File: src/rtl/gisr_pkg.sv
package gisr_pkg;

    localparam int LINES  = 16;
    localparam int SEL_W  = 4;
    localparam int ADDR_W = 7;
    localparam int DATA_W = 32;
    localparam int WIDX_W = 3;
    localparam int GRP_W  = 4;
    localparam int LINE_W = $clog2(LINES);

    typedef enum logic [SEL_W-1:0] {
        TRIG_LOW  = 4'd0,
        TRIG_HIGH = 4'd1,
        TRIG_FALL = 4'd2,
        TRIG_RISE = 4'd4,
        TRIG_BOTH = 4'd6
    } trig_e;

    typedef enum logic [1:0] {
        BANK_CFG  = 2'd0,
        BANK_MASK = 2'd1,
        BANK_PEND = 2'd2,
        BANK_SVC  = 2'd3
    } bank_e;

    typedef struct packed {
        bank_e              bank;
        logic [WIDX_W-1:0]  widx;
        logic [1:0]         byte_off;
    } addr_t;

    typedef struct packed {
        logic [GRP_W-1:0]  grp;
        logic [LINE_W-1:0] line;
    } svc_t;

    typedef struct packed {
        logic [LINES-1:0] cfg;
        logic [LINES-1:0] mask;
        logic [LINES-1:0] pend;
    } grp_regs_t;

    // Decide whether a line with the given code raises an event this cycle.
    function automatic logic trig_fire(logic [SEL_W-1:0] code, logic cur, logic prev);
        logic hit;
        case (code)
            TRIG_LOW:  hit = !cur;
            TRIG_HIGH: hit = cur;
            TRIG_FALL: hit = prev && !cur;
            TRIG_RISE: hit = !prev && cur;
            TRIG_BOTH: hit = prev != cur;
            default:   hit = 1'b0;
        endcase
        return hit;
    endfunction

    // Index of the least significant set bit; zero when none is set.
    function automatic logic [LINE_W-1:0] lowest_set(logic [LINES-1:0] v);
        logic [LINE_W-1:0] r;
        r = '0;
        for (int l = LINES - 1; l >= 0; l--) begin
            if (v[l]) r = LINE_W'(l);
        end
        return r;
    endfunction

endpackage

File: src/rtl/gisr_sync.sv
module gisr_sync #(
    parameter int W = 16
) (
    input  logic         clk,
    input  logic         rst,
    input  logic [W-1:0] pins,
    output logic [W-1:0] cur,
    output logic [W-1:0] prev
);
    logic [W-1:0] stage1;
    logic [W-1:0] stage2;
    logic [W-1:0] last;

    // Idle-high lines: reset to ones so no false edge or low level follows reset.
    always_ff @(posedge clk) begin
        if (rst) begin
            stage1 <= '1;
            stage2 <= '1;
            last   <= '1;
        end else begin
            stage1 <= pins;
            stage2 <= stage1;
            last   <= stage2;
        end
    end

    assign cur  = stage2;
    assign prev = last;
endmodule

File: src/rtl/gisr_group.sv
module gisr_group
    import gisr_pkg::*;
(
    input  logic             clk,
    input  logic             rst,
    input  logic [LINES-1:0] cur,
    input  logic [LINES-1:0] prev,
    input  logic             cfg_we,
    input  logic             mask_we,
    input  logic             clr_we,
    input  logic [LINES-1:0] wdata,
    output grp_regs_t        regs
);
    logic [LINES-1:0] cfg_q;
    logic [LINES-1:0] mask_q;
    logic [LINES-1:0] pend_q;
    logic [LINES-1:0] fire;
    logic [LINES-1:0] clr_bits;

    for (genvar l = 0; l < LINES; l++) begin : g_line
        localparam int SEL_LSB = SEL_W * (l / 4);
        assign fire[l] = trig_fire(cfg_q[SEL_LSB +: SEL_W], cur[l], prev[l]);
    end

    assign clr_bits = clr_we ? wdata : '0;

    always_ff @(posedge clk) begin
        if (rst) begin
            cfg_q  <= '0;
            mask_q <= '1;
            pend_q <= '0;
        end else begin
            if (cfg_we)  cfg_q  <= wdata;
            if (mask_we) mask_q <= wdata;
            // A fresh event outranks a clear in the same cycle.
            pend_q <= (pend_q & ~clr_bits) | fire;
        end
    end

    assign regs.cfg  = cfg_q;
    assign regs.mask = mask_q;
    assign regs.pend = pend_q;
endmodule

File: src/rtl/gisr_prio.sv
module gisr_prio
    import gisr_pkg::*;
#(
    parameter int NUM_GROUPS = 9
) (
    input  logic [NUM_GROUPS*LINES-1:0] act,
    output svc_t                        svc
);
    always_comb begin
        svc = '0;
        // Walk from the top down so the lowest active group is the last to be written.
        for (int k = NUM_GROUPS - 1; k >= 0; k--) begin
            if (|act[k*LINES +: LINES]) begin
                svc.grp  = GRP_W'(k + 1);
                svc.line = lowest_set(act[k*LINES +: LINES]);
            end
        end
    end
endmodule

File: src/rtl/gpio_irq_svc_enc.sv
module gpio_irq_svc_enc
    import gisr_pkg::*;
#(
    parameter int NUM_GROUPS = 9
) (
    input  logic                        clk,
    input  logic                        rst,
    input  logic [NUM_GROUPS*LINES-1:0] pins_i,
    input  logic                        wr_en_i,
    input  logic [ADDR_W-1:0]           addr_i,
    input  logic [DATA_W-1:0]           wdata_i,
    output logic [DATA_W-1:0]           rdata_o,
    output logic                        irq_o
);
    localparam int NL        = NUM_GROUPS * LINES;
    localparam int NUM_WORDS = (NUM_GROUPS + 1) / 2;

    addr_t            acc;
    logic             aligned;
    logic [NL-1:0]    cur_all;
    logic [NL-1:0]    prev_all;
    logic [NL-1:0]    pend_all;
    logic [NL-1:0]    mask_all;
    logic [NL-1:0]    act_all;
    grp_regs_t        regs [NUM_GROUPS];
    svc_t             svc;

    assign acc     = addr_i;
    assign aligned = acc.byte_off == 2'b00;

    gisr_sync #(.W(NL)) u_sync (
        .clk  (clk),
        .rst  (rst),
        .pins (pins_i),
        .cur  (cur_all),
        .prev (prev_all)
    );

    for (genvar k = 0; k < NUM_GROUPS; k++) begin : g_grp
        localparam logic [WIDX_W-1:0] WORD = WIDX_W'(k / 2);
        localparam int                HALF = (k % 2) * LINES;
        logic word_wr;

        assign word_wr = wr_en_i && aligned && (acc.widx == WORD);

        gisr_group u_grp (
            .clk     (clk),
            .rst     (rst),
            .cur     (cur_all[k*LINES +: LINES]),
            .prev    (prev_all[k*LINES +: LINES]),
            .cfg_we  (word_wr && acc.bank == BANK_CFG),
            .mask_we (word_wr && acc.bank == BANK_MASK),
            .clr_we  (word_wr && acc.bank == BANK_PEND),
            .wdata   (wdata_i[HALF +: LINES]),
            .regs    (regs[k])
        );

        assign pend_all[k*LINES +: LINES] = regs[k].pend;
        assign mask_all[k*LINES +: LINES] = regs[k].mask;
    end

    assign act_all = pend_all & ~mask_all;
    assign irq_o   = |act_all;

    gisr_prio #(.NUM_GROUPS(NUM_GROUPS)) u_prio (
        .act (act_all),
        .svc (svc)
    );

    always_comb begin
        rdata_o = '0;
        if (aligned) begin
            if (acc.bank == BANK_SVC) begin
                rdata_o = DATA_W'(svc);
            end else if (int'(acc.widx) < NUM_WORDS) begin
                for (int k = 0; k < NUM_GROUPS; k++) begin
                    if (int'(acc.widx) == k / 2) begin
                        case (acc.bank)
                            BANK_CFG:  rdata_o[(k%2)*LINES +: LINES] = regs[k].cfg;
                            BANK_MASK: rdata_o[(k%2)*LINES +: LINES] = regs[k].mask;
                            default:   rdata_o[(k%2)*LINES +: LINES] = regs[k].pend;
                        endcase
                    end
                end
            end
        end
    end
endmodule

File: config.mk
export PLATFORM = sky130hd
export DESIGN_NAME = gpio_irq_svc_enc
export DESIGN_NICKNAME = d
export VERILOG_FILES = /design/src/rtl/gisr_pkg.sv /design/src/rtl/gisr_sync.sv /design/src/rtl/gisr_group.sv /design/src/rtl/gisr_prio.sv /design/src/rtl/gpio_irq_svc_enc.sv
export SDC_FILE = /design/constraint.sdc
export NUM_CORES = 2
export LEC_CHECK = 0
export BUFFER_PORTS_ARGS = -buffer_cell sky130_fd_sc_hd__buf_2
export CORE_UTILIZATION = 55
export DETAILED_ROUTE_END_ITERATION = 10
export GPL_TIMING_DRIVEN = 1
export MAX_ROUTING_LAYER = met4
export PLACE_DENSITY_LB_ADDON = 0.1
export SYNTH_ARGS = -nofsm -noshare
export SYNTH_HDL_FRONTEND = slang
export SYNTH_HIERARCHICAL = 1
export SYNTH_SLANG_ARGS = --single-unit
export TNS_END_PERCENT = 100
File: constraint.sdc
create_clock -name clk -period 6.2 [get_ports clk]
set_input_delay 0.93 -clock clk [delete_from_list [all_inputs] [get_ports clk]]
set_output_delay 0.93 -clock clk [all_outputs]
set_load 0.01 [all_outputs]
==> flow_metrics.py <==
metrics = {
    "floorplanning": {
        "rows": 105,
        "coreArea_um2": 82100,
        "die_w_um": 290,
        "initial_core_util": 0.556,
        "ios": 219,
        "die_height_um": 290,
        "die_area_um2": 84200,
    },
    "cells_and_area": {
        "regArea_um2": 17300,
        "stdcell_area_um2": 50000,
        "layoutNonFillerInstCount": 6271,
        "multi_input_area_um2": 25300,
        "fin_util": 0.609,
        "nets": 5598,
        "drive_gt1_frac": 0.109,
        "syn_to_final_growth_pct": 9.41,
        "fillers": 7261,
    },
    "placed_design": {
        "place_inst": 6100,
        "routabilityCongestion": 1.05,
        "dp_hpwl_um": 93000,
        "portBuffers": 218,
        "pre_cts_ws_ns": 1.52,
        "placedInstanceArea_um2": 46600,
    },
    "timing": {
        "setup_viol": 0,
        "worst_slew_pin_slew_ns": 1.23,
        "post-route-min-period_ns": 5.04,
        "hold_violations": 0,
        "timing.setup.tns_ns": 0,
        "period_share": 0.813,
        "setup_slack_ns": 1.16,
        "max_freq_mhz": 198,
        "rsz0062_at_grt": "no",
        "hold_slack_ns": 0.396,
        "slew_viol_final": 0,
        "relSlewSlack": 0.175,
        "skew_ns": 0.0252,
    },
    "route": {
        "wl_um": 133000,
        "drtPass1Iterations": 6,
        "viasPerCell": 5.92,
        "drc_errors": 0,
        "ant_nets": 0,
        "wl_per_cell_um": 21.2,
        "drtIter0Drc": 3951,
        "vias": 37100,
    },
    "logic_synthesis": {
        "synth_top_flop_cell": "dfxtp_1",
        "yosys.area.top_type": "dfxtp_1",
        "synthDistinctLibCells": 78,
        "synth_area_um2": 45700,
        "synth_top_area_frac": 0.379,
        "yosys_warnings": 6,
        "synth_area_leaders": "dfxtp_1, ha_1, mux2i_1, or2_1, nor2b_1",
        "synth_edf_count": 0,
        "ys_ff_latch": 864,
        "synthArstFlopShare": 0,
        "ys_seq_area_frac": 0.379,
        "synth_common_cells": "dfxtp_1, or2_1, nor2b_1",
        "yosysMostFrequentCell": "dfxtp_1",
        "syn_avg_cell_area_um2": 8.96,
        "synth_cells": 5096,
        "syn_nets": 5570,
    },
    "global_routing": {
        "first_global_vias": 33800,
        "grt_max_degree": 201,
        "grt_pass1_wl_um": 203000,
        "antenna_found_initial": 4,
        "grt.total_usage": 0.316,
        "grt_remaining_overflow": 0,
    },
    "critical_path": {
        "start_kind": "flop",
        "cp.required_ns": 5.27,
        "cp_max_fo": 6,
        "crit_type": "flop to output port",
        "cp-end-kind": "output port",
        "critPathArrivalTime_ns": 4.11,
    },
    "job": {
        "drv_cap": 0,
    },
    "power_and_ir_drop": {
        "max-vdd-ir-drop_mv": 0.273,
        "fin_total_pwr_mw": 12.7,
        "p_leak_nw": 20.4,
        "cellPowerDensity_nw_per_um2": 254,
    },
    "clock_network": {
        "cts.htree.levels": 3,
        "hold_buffers": 0,
        "post-cts-setup-buffers": 0,
        "cts_root_buf": "clkbuf_16",
        "cts_resized": 0,
        "cts_tree": "done",
        "numCtsBuffers": 92,
        "clockBufferDepth": 3,
        "cts_sinks": 864,
        "clk_pin_slew_ns": 0.06,
        "clkLatencyLatePin_ns": 0.66,
    },
    "status": {
        "status": "completed",
    },
    "min_path": {
        "hp-class": "flop to flop",
    },
}
where the power goes:
group / internal (mW) / switching [mW]
clock network: 3.61 / 2.36
logic: 0.350 / 0.502
registers: 5.72 / 0.162
total: 9.69 / 3.02
cells in the final DEF, fill, tap and decap left out, drive strengths merged, types with 15 or more instances in the layout:
master,count
mux4,34
clkbuf,125
buf,251
xnor2,64
a211oi,16
nand3b,48
and2,31
mux2i,259
dfxtp,864
nand2b,25
nand4,15
nor4b,38
a31oi,31
o21bai,29
ha,288
a221oi,32
nand2,324
o31ai,22
inv,336
nor4,79
a211o,145
a2111oi,16
clkinv,22
o21ai,167
a21oi,256
mux2,20
nor2b,370
nor3,129
a22oi,164
or3,39
a222oi,18
or2,434
a32oi,40
nor2,350
routing by layer:
layer | vias to the layer above | wire (um) | global-route usage
met5 | - | 0 | -
met4 | 0 | 4120 | 0.0973
met3 | 258 | 11300 | 0.0454
met2 | 1501 | 56300 | 0.455
met1 | 17700 | 61400 | 0.455
li1 | 17700 | - | -
cell type report:
cell class / count / share of cell area
Multi-Input combinational cell: 3582 / 0.507
Sequential cell: 864 / 0.346
Clock buffer: 125 / 0.0534
Timing Repair Buffer: 251 / 0.0284
Tap cell: 1070 / 0.0268
Inverter: 333 / 0.0250
Clock inverter: 44 / 0.0130
Antenna cell: 2 / 0.000100
final timing paths:
path                                   startpoint                             endpoint  slack [ns]  cells past startpoint
min                   u_sync/stage1[8]$_SDFF_PP1_             u_sync/cur[8]$_SDFF_PP1_        0.40                      1
min reg2reg           u_sync/stage1[8]$_SDFF_PP1_             u_sync/cur[8]$_SDFF_PP1_        0.40                      1
max          g_grp[3].u_grp/pend_q[10]$_SDFF_PP0_                           rdata_o[0]        1.16                     11
max reg2reg  g_grp[6].u_grp/cfg_q[6]$_SDFFE_PP0P_  g_grp[6].u_grp/pend_q[7]$_SDFF_PP0_        4.58                      3
kinds of logic (layout without fill, tap and decap cells):
kind of cell | count (synthesis) | in the layout | synth area share
other | 0 | 2 | 0
flip-flops | 864 | 864 | 0.379
AO/OA/AOI/OAI | 990 | 990 | 0.147
multiplexers | 313 | 313 | 0.0786
XOR/XNOR | 65 | 65 | 0.0125
adder cells (fa/ha/maj) | 288 | 288 | 0.0789
AND/OR/NAND/NOR | 1926 | 1926 | 0.236
buffers and inverters | 650 | 753 | 0.0681
critical path, cell delays in order (launching register included):
cell and delay, ns:
dfxtp_1 0.34, nor2b_1 0.18, nor4_1 0.64, nand4_1 0.40, and2b_1 0.33, o21ai_1 0.07
o32a_1 0.35, a41o_1 0.28, nand4_1 0.09, o21ai_0 0.09, a21oi_1 0.45, buf_2 0.23
flip-flops by register name (all words and copies together), names as in the netlist:
name and count:
g_grp.u_grp/mask_q 144, u_sync/prev 144, g_grp.u_grp/pend_q 144, g_grp.u_grp/cfg_q 144
u_sync/stage1 144, u_sync/cur 144
Note: power is estimated with default switching activity, not from simulation.
